**src/rtl/cfg_stream_pkg.sv**
```systemverilog
package cfg_stream_pkg;
  localparam int unsigned REG_W    = 32;
  localparam int unsigned WIN_BIT  = 3;
  // control bits
  localparam int unsigned CTRL_EN  = 0;
  localparam int unsigned CTRL_RST = 1;
  localparam int unsigned CTRL_DMA = 2;
  // status bits
  localparam int unsigned ST_OK     = 0;
  localparam int unsigned ST_TERR   = 1;
  localparam int unsigned ST_OVF    = 2;
  localparam int unsigned ST_NODONE = 3;
  localparam int unsigned ST_DONE   = 18;
  typedef enum logic [2:0] {
    RI_CTRL  = 3'd0,
    RI_STAT  = 3'd1,
    RI_CAP   = 3'd2,
    RI_USED  = 3'd3,
    RI_TOTAL = 3'd4,
    RI_CONS  = 3'd5
  } reg_idx_e;
endpackage

```
**src/rtl/cfg_fifo.sv**
```systemverilog
module cfg_fifo #(
  parameter int unsigned DEPTH = 8,
  parameter int unsigned W     = 32,
  localparam int unsigned PW   = (DEPTH > 1) ? $clog2(DEPTH) : 1,
  localparam int unsigned CW   = $clog2(DEPTH + 1)
) (
  input  logic          clk_i,
  input  logic          rst_ni,
  input  logic          flush_i,
  input  logic          push_i,
  input  logic [W-1:0]  wdata_i,
  input  logic          pop_i,
  output logic [W-1:0]  rdata_o,
  output logic          empty_o,
  output logic          full_o,
  output logic [CW-1:0] count_o
);
  logic [W-1:0]  mem_q [DEPTH];
  logic [PW-1:0] wp_q, rp_q;
  logic [CW-1:0] cnt_q;

  function automatic logic [PW-1:0] ptr_nxt(input logic [PW-1:0] p);
    return (p == PW'(DEPTH - 1)) ? '0 : p + PW'(1);
  endfunction

  always_ff @(posedge clk_i) begin
    if (push_i && !flush_i) mem_q[wp_q] <= wdata_i;
  end

  always_ff @(posedge clk_i or negedge rst_ni) begin
    if (!rst_ni) begin
      wp_q  <= '0;
      rp_q  <= '0;
      cnt_q <= '0;
    end else if (flush_i) begin
      wp_q  <= '0;
      rp_q  <= '0;
      cnt_q <= '0;
    end else begin
      if (push_i) wp_q <= ptr_nxt(wp_q);
      if (pop_i)  rp_q <= ptr_nxt(rp_q);
      cnt_q <= cnt_q + CW'(push_i) - CW'(pop_i);
    end
  end

  assign rdata_o = mem_q[rp_q];
  assign empty_o = (cnt_q == '0);
  assign full_o  = (cnt_q == CW'(DEPTH));
  assign count_o = cnt_q;
endmodule

```
**src/rtl/cfg_byte_ser.sv**
```systemverilog
module cfg_byte_ser #(
  parameter int unsigned WORD_W = 32,
  parameter int unsigned BYTE_W = 8,
  localparam int unsigned NB    = WORD_W / BYTE_W,
  localparam int unsigned IW    = (NB > 1) ? $clog2(NB) : 1
) (
  input  logic              clk_i,
  input  logic              rst_ni,
  input  logic              flush_i,
  input  logic              run_i,
  input  logic              avail_i,
  input  logic [WORD_W-1:0] word_i,
  output logic              pop_o,
  output logic [BYTE_W-1:0] data_o,
  output logic              valid_o,
  input  logic              ready_i,
  output logic              fire_o
);
  logic              have_q;
  logic [WORD_W-1:0] sh_q;
  logic [IW-1:0]     idx_q;
  logic              last, load;

  assign valid_o = have_q && run_i;
  assign fire_o  = valid_o && ready_i;
  assign last    = fire_o && (idx_q == IW'(NB - 1));
  // refill in the same cycle the final byte leaves: no bubble between words
  assign load    = run_i && avail_i && (!have_q || last);
  assign pop_o   = load;
  assign data_o  = sh_q[WORD_W-1 -: BYTE_W];

  always_ff @(posedge clk_i or negedge rst_ni) begin
    if (!rst_ni) begin
      have_q <= 1'b0;
      sh_q   <= '0;
      idx_q  <= '0;
    end else if (flush_i) begin
      have_q <= 1'b0;
      idx_q  <= '0;
    end else if (load) begin
      have_q <= 1'b1;
      sh_q   <= word_i;
      idx_q  <= '0;
    end else if (last) begin
      have_q <= 1'b0;
      idx_q  <= '0;
    end else if (fire_o) begin
      sh_q  <= sh_q << BYTE_W;
      idx_q <= idx_q + IW'(1);
    end
  end
endmodule

```
**src/rtl/cfg_seq.sv**
```systemverilog
module cfg_seq #(
  parameter int unsigned DEPTH = 8,
  parameter int unsigned CNT_W = 32,
  localparam int unsigned CW   = $clog2(DEPTH + 1)
) (
  input  logic             clk_i,
  input  logic             rst_ni,
  input  logic             en_i,
  input  logic             rstb_i,
  input  logic             dma_i,
  input  logic             en_rise_i,
  input  logic             zero_wr_i,
  input  logic             fire_i,
  input  logic             drop_i,
  input  logic             tgt_done_i,
  input  logic             tgt_err_i,
  input  logic [CNT_W-1:0] total_i,
  input  logic [CW-1:0]    fifo_cnt_i,
  output logic             run_o,
  output logic             flush_o,
  output logic [CNT_W-1:0] consumed_o,
  output logic             ok_o,
  output logic             terr_o,
  output logic             ovf_o,
  output logic             nodone_o,
  output logic             irq_o,
  output logic             dma_req_o,
  output logic             cfg_rst_o
);
  localparam logic [CW-1:0] DEPTH_C = CW'(DEPTH);
  localparam logic [CW-1:0] HALF_C  = CW'(DEPTH / 2);

  logic [CNT_W-1:0] cons_q;
  logic ok_q, terr_q, ovf_q, nodone_q, irq_q;
  logic stopped, active, hit, err_evt, evt;

  assign stopped = ok_q || terr_q || ovf_q || nodone_q;
  assign active  = en_i && !rstb_i && !stopped;
  assign hit     = active && (cons_q == total_i);
  assign run_o   = active && (cons_q != total_i);
  assign err_evt = active && tgt_err_i;
  assign evt     = err_evt || hit || drop_i;

  always_ff @(posedge clk_i or negedge rst_ni) begin
    if (!rst_ni) begin
      cons_q   <= '0;
      ok_q     <= 1'b0;
      terr_q   <= 1'b0;
      ovf_q    <= 1'b0;
      nodone_q <= 1'b0;
    end else if (en_rise_i) begin
      cons_q   <= '0;
      ok_q     <= 1'b0;
      terr_q   <= 1'b0;
      ovf_q    <= 1'b0;
      nodone_q <= 1'b0;
    end else begin
      if (fire_i) cons_q <= cons_q + CNT_W'(1);
      if (err_evt)         terr_q   <= 1'b1;
      else if (hit) begin
        if (tgt_done_i)    ok_q     <= 1'b1;
        else               nodone_q <= 1'b1;
      end
      if (drop_i) ovf_q <= 1'b1;
    end
  end

  always_ff @(posedge clk_i or negedge rst_ni) begin
    if (!rst_ni)        irq_q <= 1'b0;
    else if (zero_wr_i) irq_q <= 1'b0;
    else if (evt)       irq_q <= 1'b1;
  end

  assign flush_o    = !en_i || rstb_i;
  assign consumed_o = cons_q;
  assign ok_o       = ok_q;
  assign terr_o     = terr_q;
  assign ovf_o      = ovf_q;
  assign nodone_o   = nodone_q;
  assign irq_o      = irq_q;
  assign dma_req_o  = run_o && dma_i && ((DEPTH_C - fifo_cnt_i) >= HALF_C);
  assign cfg_rst_o  = en_i && rstb_i;
endmodule

```
**src/rtl/cfg_stream_ctrl.sv**
```systemverilog
module cfg_stream_ctrl
  import cfg_stream_pkg::*;
#(
  parameter int unsigned FIFO_DEPTH = 8,
  parameter int unsigned CNT_W      = 32,
  parameter int unsigned ADDR_W     = 4,
  localparam int unsigned CW        = $clog2(FIFO_DEPTH + 1)
) (
  input  logic              clk_i,
  input  logic              rst_ni,
  input  logic              reg_wr_i,
  input  logic [ADDR_W-1:0] reg_addr_i,
  input  logic [31:0]       reg_wdata_i,
  output logic [31:0]       reg_rdata_o,
  output logic [7:0]        cfg_data_o,
  output logic              cfg_valid_o,
  input  logic              cfg_ready_i,
  input  logic              tgt_done_i,
  input  logic              tgt_err_i,
  output logic              cfg_rst_o,
  output logic              irq_o,
  output logic              dma_req_o
);
  localparam logic [REG_W-1:0] CAP_BYTES = REG_W'(FIFO_DEPTH * 4);

  logic [REG_W-1:0] ctrl_q;
  logic [CNT_W-1:0] total_q, consumed;
  logic             win, ctrl_wr, total_wr, data_wr;
  logic             en_rise, zero_wr, accept, push, drop;
  logic             fifo_pop, fifo_empty, fifo_full, flush, run, fire;
  logic [31:0]      fifo_rdata;
  logic [CW-1:0]    fifo_cnt;
  logic             ok, terr, ovf, nodone;
  logic [REG_W-1:0] status;

  assign win      = reg_addr_i[WIN_BIT];
  assign ctrl_wr  = reg_wr_i && !win && (reg_addr_i[2:0] == RI_CTRL);
  assign total_wr = reg_wr_i && !win && (reg_addr_i[2:0] == RI_TOTAL);
  assign data_wr  = reg_wr_i && win;
  assign en_rise  = ctrl_wr && reg_wdata_i[CTRL_EN] && !ctrl_q[CTRL_EN];
  assign zero_wr  = ctrl_wr && (reg_wdata_i == '0);
  assign accept   = ctrl_q[CTRL_EN] && !ctrl_q[CTRL_RST] && !fifo_full;
  assign push     = data_wr && accept;
  assign drop     = data_wr && !accept;

  always_ff @(posedge clk_i or negedge rst_ni) begin
    if (!rst_ni) begin
      ctrl_q  <= '0;
      total_q <= '0;
    end else begin
      if (ctrl_wr)  ctrl_q  <= reg_wdata_i;
      if (total_wr) total_q <= CNT_W'(reg_wdata_i);
    end
  end

  cfg_fifo #(.DEPTH(FIFO_DEPTH), .W(32)) u_fifo (
    .clk_i   (clk_i),
    .rst_ni  (rst_ni),
    .flush_i (flush),
    .push_i  (push),
    .wdata_i (reg_wdata_i),
    .pop_i   (fifo_pop),
    .rdata_o (fifo_rdata),
    .empty_o (fifo_empty),
    .full_o  (fifo_full),
    .count_o (fifo_cnt)
  );

  cfg_byte_ser #(.WORD_W(32), .BYTE_W(8)) u_ser (
    .clk_i   (clk_i),
    .rst_ni  (rst_ni),
    .flush_i (flush),
    .run_i   (run),
    .avail_i (!fifo_empty),
    .word_i  (fifo_rdata),
    .pop_o   (fifo_pop),
    .data_o  (cfg_data_o),
    .valid_o (cfg_valid_o),
    .ready_i (cfg_ready_i),
    .fire_o  (fire)
  );

  cfg_seq #(.DEPTH(FIFO_DEPTH), .CNT_W(CNT_W)) u_seq (
    .clk_i      (clk_i),
    .rst_ni     (rst_ni),
    .en_i       (ctrl_q[CTRL_EN]),
    .rstb_i     (ctrl_q[CTRL_RST]),
    .dma_i      (ctrl_q[CTRL_DMA]),
    .en_rise_i  (en_rise),
    .zero_wr_i  (zero_wr),
    .fire_i     (fire),
    .drop_i     (drop),
    .tgt_done_i (tgt_done_i),
    .tgt_err_i  (tgt_err_i),
    .total_i    (total_q),
    .fifo_cnt_i (fifo_cnt),
    .run_o      (run),
    .flush_o    (flush),
    .consumed_o (consumed),
    .ok_o       (ok),
    .terr_o     (terr),
    .ovf_o      (ovf),
    .nodone_o   (nodone),
    .irq_o      (irq_o),
    .dma_req_o  (dma_req_o),
    .cfg_rst_o  (cfg_rst_o)
  );

  always_comb begin
    status            = '0;
    status[ST_OK]     = ok;
    status[ST_TERR]   = terr;
    status[ST_OVF]    = ovf;
    status[ST_NODONE] = nodone;
    status[ST_DONE]   = tgt_done_i;
  end

  always_comb begin
    reg_rdata_o = '0;
    if (!win) begin
      case (reg_addr_i[2:0])
        RI_CTRL:  reg_rdata_o = ctrl_q;
        RI_STAT:  reg_rdata_o = status;
        RI_CAP:   reg_rdata_o = CAP_BYTES;
        RI_USED:  reg_rdata_o = REG_W'(fifo_cnt) << 2;
        RI_TOTAL: reg_rdata_o = REG_W'(total_q);
        RI_CONS:  reg_rdata_o = REG_W'(consumed);
        default:  reg_rdata_o = '0;
      endcase
    end
  end
endmodule

```
**config.mk**
```make
export PLATFORM = sky130hd
export DESIGN_NAME = cfg_stream_ctrl
export DESIGN_NICKNAME = d
export VERILOG_FILES = /design/src/rtl/cfg_stream_pkg.sv /design/src/rtl/cfg_fifo.sv /design/src/rtl/cfg_byte_ser.sv /design/src/rtl/cfg_seq.sv /design/src/rtl/cfg_stream_ctrl.sv
export SDC_FILE = /design/constraint.sdc
export NUM_CORES = 1
export LEC_CHECK = 0
export BUFFER_PORTS_ARGS = -buffer_cell sky130_fd_sc_hd__buf_2
export CORE_ASPECT_RATIO = 2
export CORE_MARGIN = 2
export CORE_UTILIZATION = 35
export CTS_CLUSTER_SIZE = 10
export DETAILED_ROUTE_END_ITERATION = 10
export PLACE_DENSITY = 0.49
export SYNTH_ARGS = -nofsm -noshare
export SYNTH_HDL_FRONTEND = slang
export SYNTH_SLANG_ARGS = --single-unit
export TNS_END_PERCENT = 5
```
**constraint.sdc**
```tcl
create_clock -name clk_i -period 3.8 [get_ports clk_i]
set_input_delay 0.19 -clock clk_i [delete_from_list [all_inputs] [get_ports clk_i]]
set_output_delay 0.19 -clock clk_i [all_outputs]
set_load 0.02 [all_outputs]
```
==> impl_metrics.tcl <==
set metrics [dict create \
    yosys_warnings 0 \
    remaining_drc_errors 0 \
    most-common-layout-cells "sky130_fd_sc_hd__edfxtp_1 (256), sky130_fd_sc_hd__dfrtp_1 (143), sky130_fd_sc_hd__buf_2 (84), sky130_fd_sc_hd__a21oi_1 (76), sky130_fd_sc_hd__nor2_1 (75)" \
    route.detailed.wl_per_inst_um 24.7 \
    area_growth_syn_to_layout_pct 15.8 \
    globalplace.congestion 0.800 \
    power_per_cell_area_nw_per_um2 479 \
    worstSetupEndpointType "output port" \
    clkLatencyLatePin_ns 0.56 \
    synth_cell_type_count 57 \
    rows 116 \
    finalHoldViolations 0 \
    syn_area_sq_um 17600 \
    final.setup_skew_ns 0.0157 \
    synthesis.nets 1226 \
    numClockSinks 402 \
    clkTransAtPathRegs_ns 0.06 \
    grt-ovfl-total 0 \
    initial_utilization_pct 35.3 \
    critical_path.cell_chain "xor2_1 -> nor4_1 -> nand4_1 -> buf_4 -> nor2_1 -> nor2_1 -> and2_1 -> buf_2" \
    grt_start_max_net_pins 77 \
    grt_first_pass_wirelength_mm 71.7 \
    postLayoutCoreUtil_pct 40.9 \
    coreArea_sq_um 49800 \
    die-area_sq_um 52200 \
    ys_seq_area_share_pct 64.5 \
    power_mw 9.75 \
    finalSetupViolCount 0 \
    max_slew_margin_pct 35.0 \
    drv.max_cap_violation_count 0 \
    via_count_of_the_first_global_routing_pass 11100 \
    cts.htree.levels 2 \
    layout_worst_path_cycle_share_pct 89.9 \
    cts.repair.resized 0 \
    n_antenna_cell 0 \
    run_status "completed" \
    die_height_um 321 \
    route.antenna.remaining_nets 0 \
    syn-mean-instance-area_sq_um 15.0 \
    drtPass1Iterations 4 \
    cts-root-to-sink-buffers 3 \
    cp_data_arrival_time_ns 3.23 \
    synth-async-reset-ratio_pct 36.3 \
    cts_post_setup_buffers_inserted 0 \
    cellLeakagePower_nw 7.68 \
    synth.ff_latch_count 402 \
    port_buffers 85 \
    crit_slowest_cell "sky130_fd_sc_hd__nor4_1" \
    count_of_routing_violations_after_the_opening_detailed_route_iteration 459 \
    required_ns 3.61 \
    synth_edf_count 256 \
    grtUsageTotal_pct 18.8 \
    drt-vias-per-instance 5.31 \
    timing.critical_path.slowest_cell_delay_ns 0.49 \
    worst_path_most_repeated_cell "sky130_fd_sc_hd__nor2_1" \
    timing.setup.critical_path_class "reg2out" \
    vias 10400 \
    timing_max_transition_violations_final 0 \
    worstHoldPathType "in2reg" \
    dp_hpwl_mm 31.5 \
    postSynth.topFlopCell "sky130_fd_sc_hd__edfxtp_1" \
    final_net_count 1333 \
    cp_top_family "simple AND/OR/NAND/NOR gates" \
    number_of_buffer_and_inverter_instances_along_the_worst_setup_path 2 \
    rsz0062_at_grt "false" \
    die_w_um 162 \
    finalWirelength_mm 48.3 \
    tritoncts "yes" \
    max_slew.worst_pin.slew_ns 0.973 \
    layout_commonest_cell "sky130_fd_sc_hd__edfxtp_1" \
    syn_inst 1170 \
    finalCriticalPeriod_ns 3.42 \
    cts-buffers-inserted 46 \
    floorplan.io_pins 86 \
    finalSetupTns_ns 0 \
    max_freq_mhz 293 \
    antenna_found_initial 0 \
    ir_drop_v 0.000300 \
    cts.root.buffer_cell "sky130_fd_sc_hd__clkbuf_16" \
    timing.critical_path.fanout_max 9 \
    layout-drive-gt1-share_pct 24.8 \
    nature_of_the_critical_path_startpoint "flop" \
]
-- Yosys cell counts (2+ instances only) --
library cell                number  area, sq um
sky130_fd_sc_hd__o21ai_1         4         20.0
sky130_fd_sc_hd__and2_1         10         62.6
sky130_fd_sc_hd__nand3_1        19         95.1
sky130_fd_sc_hd__buf_4          10         75.1
sky130_fd_sc_hd__edfxtp_1      256         7690
sky130_fd_sc_hd__inv_1           9         33.8
sky130_fd_sc_hd__ha_1           13          163
sky130_fd_sc_hd__mux4_2         68         1530
sky130_fd_sc_hd__mux2i_1        65          651
sky130_fd_sc_hd__xnor2_1         2         17.5
sky130_fd_sc_hd__or3_1          22          138
sky130_fd_sc_hd__buf_2          18         90.1
sky130_fd_sc_hd__o2bb2ai_1       8         70.1
sky130_fd_sc_hd__mux2_2         64          721
sky130_fd_sc_hd__o21ai_0        26          130
sky130_fd_sc_hd__xor2_1         34          298
sky130_fd_sc_hd__o211ai_1        4         30.0
sky130_fd_sc_hd__nor2b_1        31          194
sky130_fd_sc_hd__dfrtp_1       146         3650
sky130_fd_sc_hd__nand2b_1        8         50.1
sky130_fd_sc_hd__o21a_1          6         45.0
sky130_fd_sc_hd__and4_1          2         17.5
sky130_fd_sc_hd__buf_6           2         22.5
sky130_fd_sc_hd__clkbuf_1       36          135
sky130_fd_sc_hd__or4_1           3         22.5
sky130_fd_sc_hd__nor4_1         22          138
sky130_fd_sc_hd__a21oi_1        76          380
sky130_fd_sc_hd__and3_1          6         37.5
sky130_fd_sc_hd__a31oi_1         3         18.8
sky130_fd_sc_hd__buf_1          16         60.1
sky130_fd_sc_hd__nand2_1        24         90.1
sky130_fd_sc_hd__nor2_1         81          304
sky130_fd_sc_hd__nor3_1          7         35.0
sky130_fd_sc_hd__a211oi_1       27          203
sky130_fd_sc_hd__nor4_2          2         25.0
sky130_fd_sc_hd__nand4_1        12         75.1
sky130_fd_sc_hd__nand3b_1        3         22.5
sky130_fd_sc_hd__o31a_1          6         52.6
-- worst reg2reg max path, delay by kind of cell, from the launching register on --
family	cells	cell delay, ns
flops	1	0.41
buf+inv	2	0.19
simple gates	4	1.26
fa+ha+maj	2	0.43
compound gates	4	0.81
-- state kept, by name, summed over array words and instances (netlist names), 2 cells and up --
signal / count
u_fifo.count_o: 4
total_q: 32
u_seq.consumed_o: 32
u_fifo.rp_q: 3
u_fifo.wp_q: 3
u_ser.sh_q: 32
ctrl_q: 32
u_ser.idx_q: 2
u_fifo.mem_q: 256
-- final cells by class --
| cell class | instances | area [sq um] |
|---|---|---|
| repair buffers | 141 | 945 |
| clock buffers | 75 | 1290 |
| multi-input cells | 677 | 5920 |
| inverters | 9 | 33.8 |
| flip-flops and latches | 402 | 11300 |
| clock inverters | 2 | 17.5 |
| well taps | 649 | 812 |
| fillers | 4585 | 29400 |
-- worst paths after layout --
| path | start | end | slack, ns | depth (start not counted) |
|---|---|---|---|---|
| max | u_seq.consumed_o[14] | cfg_valid_o | 0.38 | 8 |
| min | reg_wdata_i[22] | u_fifo.mem_q[4][22] | 0.03 | 1 |
| max reg2reg | u_seq.ok_o | u_fifo.count_o[3] | 0.62 | 12 |
| min reg2reg | u_ser.idx_q[0] | u_ser.idx_q[0] | 0.50 | 1 |
| max in group asynchronous | rst_ni | u_fifo.wp_q[0] | 2.60 | 3 |
| min in group asynchronous | rst_ni | u_ser.sh_q[22] | 0.28 | 2 |
-- where the power goes --
group,switching [mW],internal [mW]
Clock,1.72,2.30
Sequential,0.137,4.85
Combinational,0.429,0.312
-- logic make-up after synthesis --
kind of cell / count (synthesis) / share of synthesized area (%)
AOI/OAI and AO/OA: 170 / 5.89
xor gates and xnor gates: 36 / 1.79
adders and majority gates: 14 / 1.04
buffers and inverters: 91 / 2.37
DFF: 402 / 64.5
muxes: 197 / 16.5
and+or+nand+nor: 260 / 7.91
-- metrics by stage --
| stage | worst slack, ns | area (sq um) | std cells | hold WS (ns) |
|---|---|---|---|---|
| finish | 0.383 | 20400 | 1955 | 0.0298 |
| global route | 0.369 | 20400 | 1955 | 0.0165 |
| CTS | 0.438 | 20400 | 1955 | 0.00259 |
| detailed placement | 0.603 | 18800 | 1856 | 0.326 |
| global placement | 0.618 | 18800 | 1856 | 0.320 |
| floorplan | -0.179 | 17600 | 1170 | -0.106 |
-- repair_timing --
| action | 4_1_cts | 5_1_grt |
|---|---|---|
| hold buffers | 22 | 0 |
| hold endpoints to repair | 222 | 0 |
| setup endpoints to repair | 0 | 0 |
-- routing by layer --
metal  vias up  share of wire (%)  global-route usage [%]
met3        70                3.0                    2.31
li1       4691                  -                       -
met2       189                 57                    37.1
met1      5428                 37                    20.3
met5         -                  0                       0
met4         0                2.9                    6.27
Power figures use the tool's default switching activity.
